### src/rtl/oau_pkg.sv
package oau_pkg;
  parameter int OAU_DW  = 8;
  parameter int OAU_CAW = 16;

  typedef enum logic [2:0] {
    MD_REG       = 3'd0,
    MD_DIRECT    = 3'd1,
    MD_INDIRECT  = 3'd2,
    MD_PUSH      = 3'd3,
    MD_POP       = 3'd4,
    MD_CODE_DPTR = 3'd5,
    MD_CODE_PC   = 3'd6,
    MD_IMM       = 3'd7
  } oau_mode_e;

  typedef enum logic [1:0] {
    SPC_NONE = 2'd0,
    SPC_IRAM = 2'd1,
    SPC_SFR  = 2'd2,
    SPC_CODE = 2'd3
  } oau_space_e;

  // Working register location inside the banked RAM window
  function automatic logic [OAU_DW-1:0] bank_reg_addr(input logic [1:0] bank,
                                                      input logic [2:0] idx);
    return {{(OAU_DW-5){1'b0}}, bank, idx};
  endfunction

  // Top bit of a direct address chooses between RAM and register space
  function automatic oau_space_e direct_space(input logic [OAU_DW-1:0] a);
    return a[OAU_DW-1] ? SPC_SFR : SPC_IRAM;
  endfunction

  // Indirect opcodes carry 3'b011 in bits [3:1]
  function automatic logic indirect_form_ok(input logic [OAU_DW-1:0] op);
    return op[3:1] == 3'b011;
  endfunction

  // Base plus unsigned index, truncated to the code address width
  function automatic logic [OAU_CAW-1:0] code_sum(input logic [OAU_CAW-1:0] base,
                                                  input logic [OAU_DW-1:0]  idx);
    return base + {{(OAU_CAW-OAU_DW){1'b0}}, idx};
  endfunction
endpackage

### src/rtl/oau_ram_path.sv
module oau_ram_path
  import oau_pkg::*;
#(
  parameter int DW = OAU_DW
) (
  input  oau_mode_e        mode,
  input  logic [DW-1:0]    opcode,
  input  logic [DW-1:0]    addr_byte,
  input  logic [1:0]       bank,
  input  logic [DW-1:0]    r0,
  input  logic [DW-1:0]    r1,
  output logic             hit,
  output oau_space_e       space,
  output logic [DW-1:0]    addr,
  output logic             illegal
);
  always_comb begin
    hit     = 1'b0;
    space   = SPC_NONE;
    addr    = '0;
    illegal = 1'b0;
    unique case (mode)
      MD_REG: begin
        hit     = 1'b1;
        space   = SPC_IRAM;
        addr    = bank_reg_addr(bank, opcode[2:0]);
        illegal = ~opcode[3];
      end
      MD_DIRECT: begin
        hit   = 1'b1;
        space = direct_space(addr_byte);
        addr  = addr_byte;
      end
      MD_INDIRECT: begin
        hit     = 1'b1;
        space   = SPC_IRAM;
        addr    = opcode[0] ? r1 : r0;
        illegal = ~indirect_form_ok(opcode);
      end
      default: ;
    endcase
  end
endmodule

### src/rtl/oau_stack_path.sv
module oau_stack_path
  import oau_pkg::*;
#(
  parameter int DW = OAU_DW
) (
  input  oau_mode_e     mode,
  input  logic [DW-1:0] sp,
  output logic          hit,
  output logic [DW-1:0] addr,
  output logic [DW-1:0] sp_next,
  output logic          illegal
);
  localparam logic [DW-1:0] SP_TOP = '1;
  localparam logic [DW-1:0] SP_BOT = '0;
  localparam logic [DW-1:0] ONE    = DW'(1);

  always_comb begin
    hit     = 1'b0;
    addr    = '0;
    sp_next = sp;
    illegal = 1'b0;
    if (mode == MD_PUSH) begin
      hit     = 1'b1;
      addr    = sp + ONE;
      sp_next = sp + ONE;
      illegal = (sp == SP_TOP);
    end else if (mode == MD_POP) begin
      hit     = 1'b1;
      addr    = sp;
      sp_next = sp - ONE;
      illegal = (sp == SP_BOT);
    end
  end
endmodule

### src/rtl/oau_code_path.sv
module oau_code_path
  import oau_pkg::*;
#(
  parameter int DW  = OAU_DW,
  parameter int CAW = OAU_CAW
) (
  input  oau_mode_e      mode,
  input  logic [DW-1:0]  acc,
  input  logic [CAW-1:0] dptr,
  input  logic [CAW-1:0] pc,
  output logic           hit,
  output logic [CAW-1:0] addr
);
  logic [CAW-1:0] base;

  always_comb begin
    hit  = (mode == MD_CODE_DPTR) || (mode == MD_CODE_PC);
    base = (mode == MD_CODE_PC) ? pc : dptr;
    addr = hit ? code_sum(base, acc) : '0;
  end
endmodule

### src/rtl/opnd_addr_unit.sv
module opnd_addr_unit
  import oau_pkg::*;
#(
  parameter int DW  = OAU_DW,
  parameter int CAW = OAU_CAW
) (
  input  logic           clk,
  input  logic           rst_n,
  input  logic           req_valid,
  input  logic [2:0]     req_mode,
  input  logic [DW-1:0]  opcode,
  input  logic [DW-1:0]  addr_byte,
  input  logic [1:0]     bank_sel,
  input  logic [DW-1:0]  r0_val,
  input  logic [DW-1:0]  r1_val,
  input  logic [DW-1:0]  sp_val,
  input  logic [DW-1:0]  acc_val,
  input  logic [CAW-1:0] dptr_val,
  input  logic [CAW-1:0] pc_val,
  output logic           res_valid,
  output logic [1:0]     res_space,
  output logic [CAW-1:0] res_addr,
  output logic [DW-1:0]  res_sp_next,
  output logic           res_imm,
  output logic           res_illegal
);
  localparam int PADW = CAW - DW;

  oau_mode_e mode;
  assign mode = oau_mode_e'(req_mode);

  // Event wires, one per resolution path
  logic           ram_hit, stk_hit, code_hit, imm_hit;
  oau_space_e     ram_space;
  logic [DW-1:0]  ram_addr, stk_addr, stk_sp_next;
  logic           ram_ill, stk_ill;
  logic [CAW-1:0] code_addr;

  oau_ram_path #(.DW(DW)) u_ram (
    .mode(mode), .opcode(opcode), .addr_byte(addr_byte), .bank(bank_sel),
    .r0(r0_val), .r1(r1_val),
    .hit(ram_hit), .space(ram_space), .addr(ram_addr), .illegal(ram_ill)
  );

  oau_stack_path #(.DW(DW)) u_stk (
    .mode(mode), .sp(sp_val),
    .hit(stk_hit), .addr(stk_addr), .sp_next(stk_sp_next), .illegal(stk_ill)
  );

  oau_code_path #(.DW(DW), .CAW(CAW)) u_code (
    .mode(mode), .acc(acc_val), .dptr(dptr_val), .pc(pc_val),
    .hit(code_hit), .addr(code_addr)
  );

  assign imm_hit = (mode == MD_IMM);

  oau_space_e     nxt_space;
  logic [CAW-1:0] nxt_addr;
  logic [DW-1:0]  nxt_sp;
  logic           nxt_imm, nxt_ill;

  always_comb begin
    nxt_space = SPC_NONE;
    nxt_addr  = '0;
    nxt_sp    = sp_val;
    nxt_imm   = 1'b0;
    nxt_ill   = 1'b0;
    if (ram_hit) begin
      nxt_space = ram_space;
      nxt_addr  = {{PADW{1'b0}}, ram_addr};
      nxt_ill   = ram_ill;
    end else if (stk_hit) begin
      nxt_space = SPC_IRAM;
      nxt_addr  = {{PADW{1'b0}}, stk_addr};
      nxt_sp    = stk_sp_next;
      nxt_ill   = stk_ill;
    end else if (code_hit) begin
      nxt_space = SPC_CODE;
      nxt_addr  = code_addr;
    end else if (imm_hit) begin
      nxt_imm = 1'b1;
    end
    if (nxt_ill) begin
      nxt_space = SPC_NONE;
      nxt_addr  = '0;
      nxt_sp    = sp_val;
      nxt_imm   = 1'b0;
    end
  end

  always_ff @(posedge clk or negedge rst_n) begin
    if (!rst_n) begin
      res_valid   <= 1'b0;
      res_space   <= 2'(SPC_NONE);
      res_addr    <= '0;
      res_sp_next <= '0;
      res_imm     <= 1'b0;
      res_illegal <= 1'b0;
    end else begin
      res_valid <= req_valid;
      if (req_valid) begin
        res_space   <= 2'(nxt_space);
        res_addr    <= nxt_addr;
        res_sp_next <= nxt_sp;
        res_imm     <= nxt_imm;
        res_illegal <= nxt_ill;
      end
    end
  end
endmodule

### config.mk
export PLATFORM = sky130hd
export DESIGN_NAME = opnd_addr_unit
export DESIGN_NICKNAME = d
export VERILOG_FILES = /design/src/rtl/oau_pkg.sv /design/src/rtl/oau_ram_path.sv /design/src/rtl/oau_stack_path.sv /design/src/rtl/oau_code_path.sv /design/src/rtl/opnd_addr_unit.sv
export SDC_FILE = /design/constraint.sdc
export NUM_CORES = 1
export LEC_CHECK = 0
export BUFFER_PORTS_ARGS = -buffer_cell sky130_fd_sc_hd__buf_2
export CAP_MARGIN = 20
export CELL_PAD_IN_SITES_DETAIL_PLACEMENT = 1
export CELL_PAD_IN_SITES_GLOBAL_PLACEMENT = 2
export CORE_MARGIN = 3
export CORE_UTILIZATION = 30
export DETAILED_ROUTE_END_ITERATION = 16
export GPL_TIMING_DRIVEN = 0
export PLACE_DENSITY_LB_ADDON = 0.1
export SLEW_MARGIN = 20
export SYNTH_ARGS = -nofsm -noshare
export SYNTH_HDL_FRONTEND = slang
export SYNTH_SLANG_ARGS = --single-unit
### constraint.sdc
create_clock -name clk -period 1.9 [get_ports clk]
set_input_delay 0.285 -clock clk [delete_from_list [all_inputs] [get_ports clk]]
set_output_delay 0.285 -clock clk [all_outputs]
set_load 0.02 [all_outputs]
==> results.sh <==
export IMPL_status="complete, but fails checks"
export IMPL_violations="negative setup slack"
export IMPL_rsz0062_at_grt="yes"
export IMPL_tightest_slew_ns=0.922
export IMPL_crit_type="in -> reg"
export IMPL_synth_fa_ha_area_share_pct=6.03
export IMPL_max_cap_violations=0
export IMPL_place_ws_ns=-1.26
export IMPL_detail_route_iter0_violations=112
export IMPL_synth_area_mux_share_pct=10.4
export IMPL_grt_max_degree=30
export IMPL_die_area_sq_um=11300
export IMPL_drc=0
export IMPL_postCtsHoldBufs=0
export IMPL_period_needed_ns=2.69
export IMPL_htreeDepth=2
export IMPL_netlist_area_sq_um=3030
export IMPL_post_route_worst_setup_slack_ns=-0.787
export IMPL_area_growth_pct=53.0
export IMPL_setup_tns_ns=-8.42
export IMPL_sequentialPowerShare_pct=27.7
export IMPL_root_buffer="clkbuf_8"
export IMPL_finalCritPeriodShare_pct=141
export IMPL_crit_fanout=6
export IMPL_dp_hpwl_mm=9.20
export IMPL_syn_inst=371
export IMPL_final_nets=622
export IMPL_cts_tree="done"
export IMPL_clockPowerShare_pct=25.7
export IMPL_grt_pass1_vias=3698
export IMPL_synth_distinct_cells=71
export IMPL_numCtsBuffers=5
export IMPL_hold_viol=0
export IMPL_drv_slew=0
export IMPL_cp_start_kind="primary input"
export IMPL_synth_top_area_share_pct=24.0
export IMPL_p_leak_uw=0.00210
export IMPL_slowest_stage="or4_4"
export IMPL_synth_top_family_by_area="compound AO/OA/AOI/OAI gates"
export IMPL_fmax_mhz=372
export IMPL_switching_share_pct=38.1
export IMPL_drive_gt1_share_pct=46.2
export IMPL_synth_xor_area_share_pct=2.02
export IMPL_final_setup_viol_count=16
export IMPL_die_w_microns=106
export IMPL_core_area_sq_um=9770
export IMPL_hold_class="in -> async"
export IMPL_p_int_uw=1610
export IMPL_ant_nets=0
export IMPL_num_vias=3573
export IMPL_async_reset_ff_share_pct=100
export IMPL_clk_path_buf_depth=2
export IMPL_slew_headroom_pct=38.1
export IMPL_crit_chain="buf_6 -> nand3b_4 -> buf_8 -> buf_12 -> mux2_4 -> ha_4 -> inv_2 -> fa_2 -> nand3b_1 -> a21oi_4 -> nor4_4 -> or4_4 -> a32o_1"
export IMPL_syn_area_per_cell_sq_um=8.16
export IMPL_ys_top_cells_by_area="dfrtp_1 (24%), mux2i_1 (6.3%), ha_1 (5.4%)"
export IMPL_numClockSinks=29
export IMPL_fin_worst_skew_ns=0
export IMPL_yosys_area_top_type="dfrtp_1"
export IMPL_core_rowCount=36
export IMPL_slowest_delay_ns=0.47
export IMPL_place_gp_congestion=0.862
export IMPL_clkTransAtPathRegs_ns=0.08
export IMPL_synth_compound_area_share_pct=28.6
export IMPL_wire_per_inst_microns=19.8
export IMPL_insertion_delay_ns=0.29
export IMPL_synth_seq_cells=29
export IMPL_crit_required_ns=2.08
export IMPL_combinationalPowerShare_pct=46.5
export IMPL_synth_fp_nets=473
export IMPL_synth_edff_count=0
export IMPL_via_per_inst=5.47
export IMPL_grt_pass1_wl_mm=19.4
export IMPL_ys_warnings_count=0
export IMPL_dr_pass1_iters=4
export IMPL_total_power_uw=2600
export IMPL_arrival_ns=2.86
export IMPL_io_pins=117
export IMPL_synthSimpleGateAreaFrac_pct=21.6
export IMPL_initial_utilization_pct=31.0
export IMPL_antenna_found_initial=0
export IMPL_synthFlopType="dfrtp_1"
export IMPL_overflow=0
export IMPL_cp_end_kind="register"
export IMPL_power_switching_uw=991
export IMPL_port_buffers=106
export IMPL_n_antenna_cell=0
export IMPL_vdd_drop_max_v=0.000231
export IMPL_track_usage_pct=21.8
export IMPL_hold_ws_ns=0.0312
export IMPL_drt_wl_total_mm=13.0
export IMPL_power_density_nw_per_um2=561
export IMPL_yosysSeqAreaShare_pct=24.0
export IMPL_die_height_microns=106
-- layout by cell type, fill, tap and decap left out, types with 4 or more instances in the layout --
master	n
buf_2	110
buf_4	33
dfrtp_1	29
nor2_1	26
nand2_1	24
mux2i_1	19
inv_1	15
a21oi_1	15
nand3_1	14
clkbuf_1	12
buf_6	11
o21ai_0	11
ha_4	10
o2bb2ai_1	9
or3_1	8
mux2_4	6
nor2b_1	6
o22ai_1	6
a31oi_1	6
o211ai_1	6
mux2_2	5
a21o_1	5
a32o_1	5
o32ai_1	5
clkbuf_8	5
inv_2	4
a21oi_4	4
xnor2_1	4
nor3_2	4
-- layer usage --
layer | vias up | share of wire, % | global-route usage, %
li1 | 1700 | - | -
met1 | 1783 | 44 | 27.2
met2 | 78 | 51 | 40.0
met3 | 12 | 3.4 | 3.10
met4 | 0 | 1.2 | 4.38
met5 | - | 0 | 0
-- registers in the layout, summed over array words and instances, names as in the netlist --
register     cells
res_sp_next      8
res_addr        16
res_illegal      1
res_valid        1
res_space        2
res_imm          1
-- worst max-delay path: cells and delay by family --
kind	cells	cell delay [ns]
buf+inv	4	0.40
fa+ha+maj	2	0.49
simple gates	4	0.99
compound gates	2	0.51
mux	1	0.20
-- final timing paths --
kind                                            startpoint                          to  slack, ns  depth (start not counted)
worst min-delay path                                 rst_n     res_addr[4]$_DFFE_PN0P_       0.03                          1
worst min register to register  res_sp_next[5]$_DFFE_PN0P_  res_sp_next[5]$_DFFE_PN0P_       0.49                          2
worst max register to register  res_sp_next[1]$_DFFE_PN0P_  res_sp_next[1]$_DFFE_PN0P_       0.94                          3
min in group clk                                 req_valid         res_valid$_DFF_PN0_       0.22                          1
max in group asynchronous                            rst_n  res_sp_next[4]$_DFFE_PN0P_       1.38                          1
worst max-delay path                           req_mode[0]    res_addr[12]$_DFFE_PN0P_      -0.79                         13
-- cell usage after synthesis, types with 10 or more instances --
cell type / n
mux2i_1: 19
nand3_1: 17
buf_2: 10
a21oi_1: 20
dfrtp_1: 29
inv_1: 20
o2bb2ai_1: 10
nand2_1: 26
mux2_2: 11
nor2_1: 27
ha_1: 13
o21ai_0: 16
clkbuf_1: 12
-- kinds of logic (layout without fill, tap and decap cells) --
logic type	Yosys count	in the layout
adder cells (fa/ha/maj)	14	14
multiplexers	30	30
flip-flops	29	29
AO/OA/AOI/OAI	121	121
buffers and inverters	49	198
XOR/XNOR	7	7
AND/OR/NAND/NOR	121	121
-- power groups by stage --
| stage | combinational, uW | sequential (uW) | clock, uW |
|---|---|---|---|
| after floorplan | 515 | 814 | 0 |
| after global placement | 936 | 732 | 0 |
| after detailed placement | 946 | 734 | 0 |
| after CTS | 1110 | 723 | 675 |
| after global routing | 1310 | 729 | 700 |
| final | 1210 | 721 | 669 |
-- per-stage QoR --
stage / utilization (%) / cells / instance area, sq um
after floorplan: - / 371 / 3180
after CTS: 44.9 / 639 / 4390
after detailed placement: 39.6 / 610 / 3870
after global routing: 47.4 / 653 / 4640
after global placement: 39.6 / 610 / 3870
final: 47.4 / 653 / 4640
-- what timing repair did --
item | 4_1_cts | 5_1_grt
endpoints found under the setup margin | 23 | 27
resized for setup | 48 | 39
buffers inserted | 23 | 16
gates cloned | 0 | 1
pin swaps | 37 | 44
-- area by class of cell --
cell class,instances,area [sq um]
buffer,28,183
clock buffer,5,68.8
clock inverter,2,35.0
fill,1202,5140
inverter,20,78.8
multi-input combinational,293,2530
sequential,29,726
tap,133,166
timing repair buffer,143,846
No activity file was read; power rests on OpenSTA's default activity.
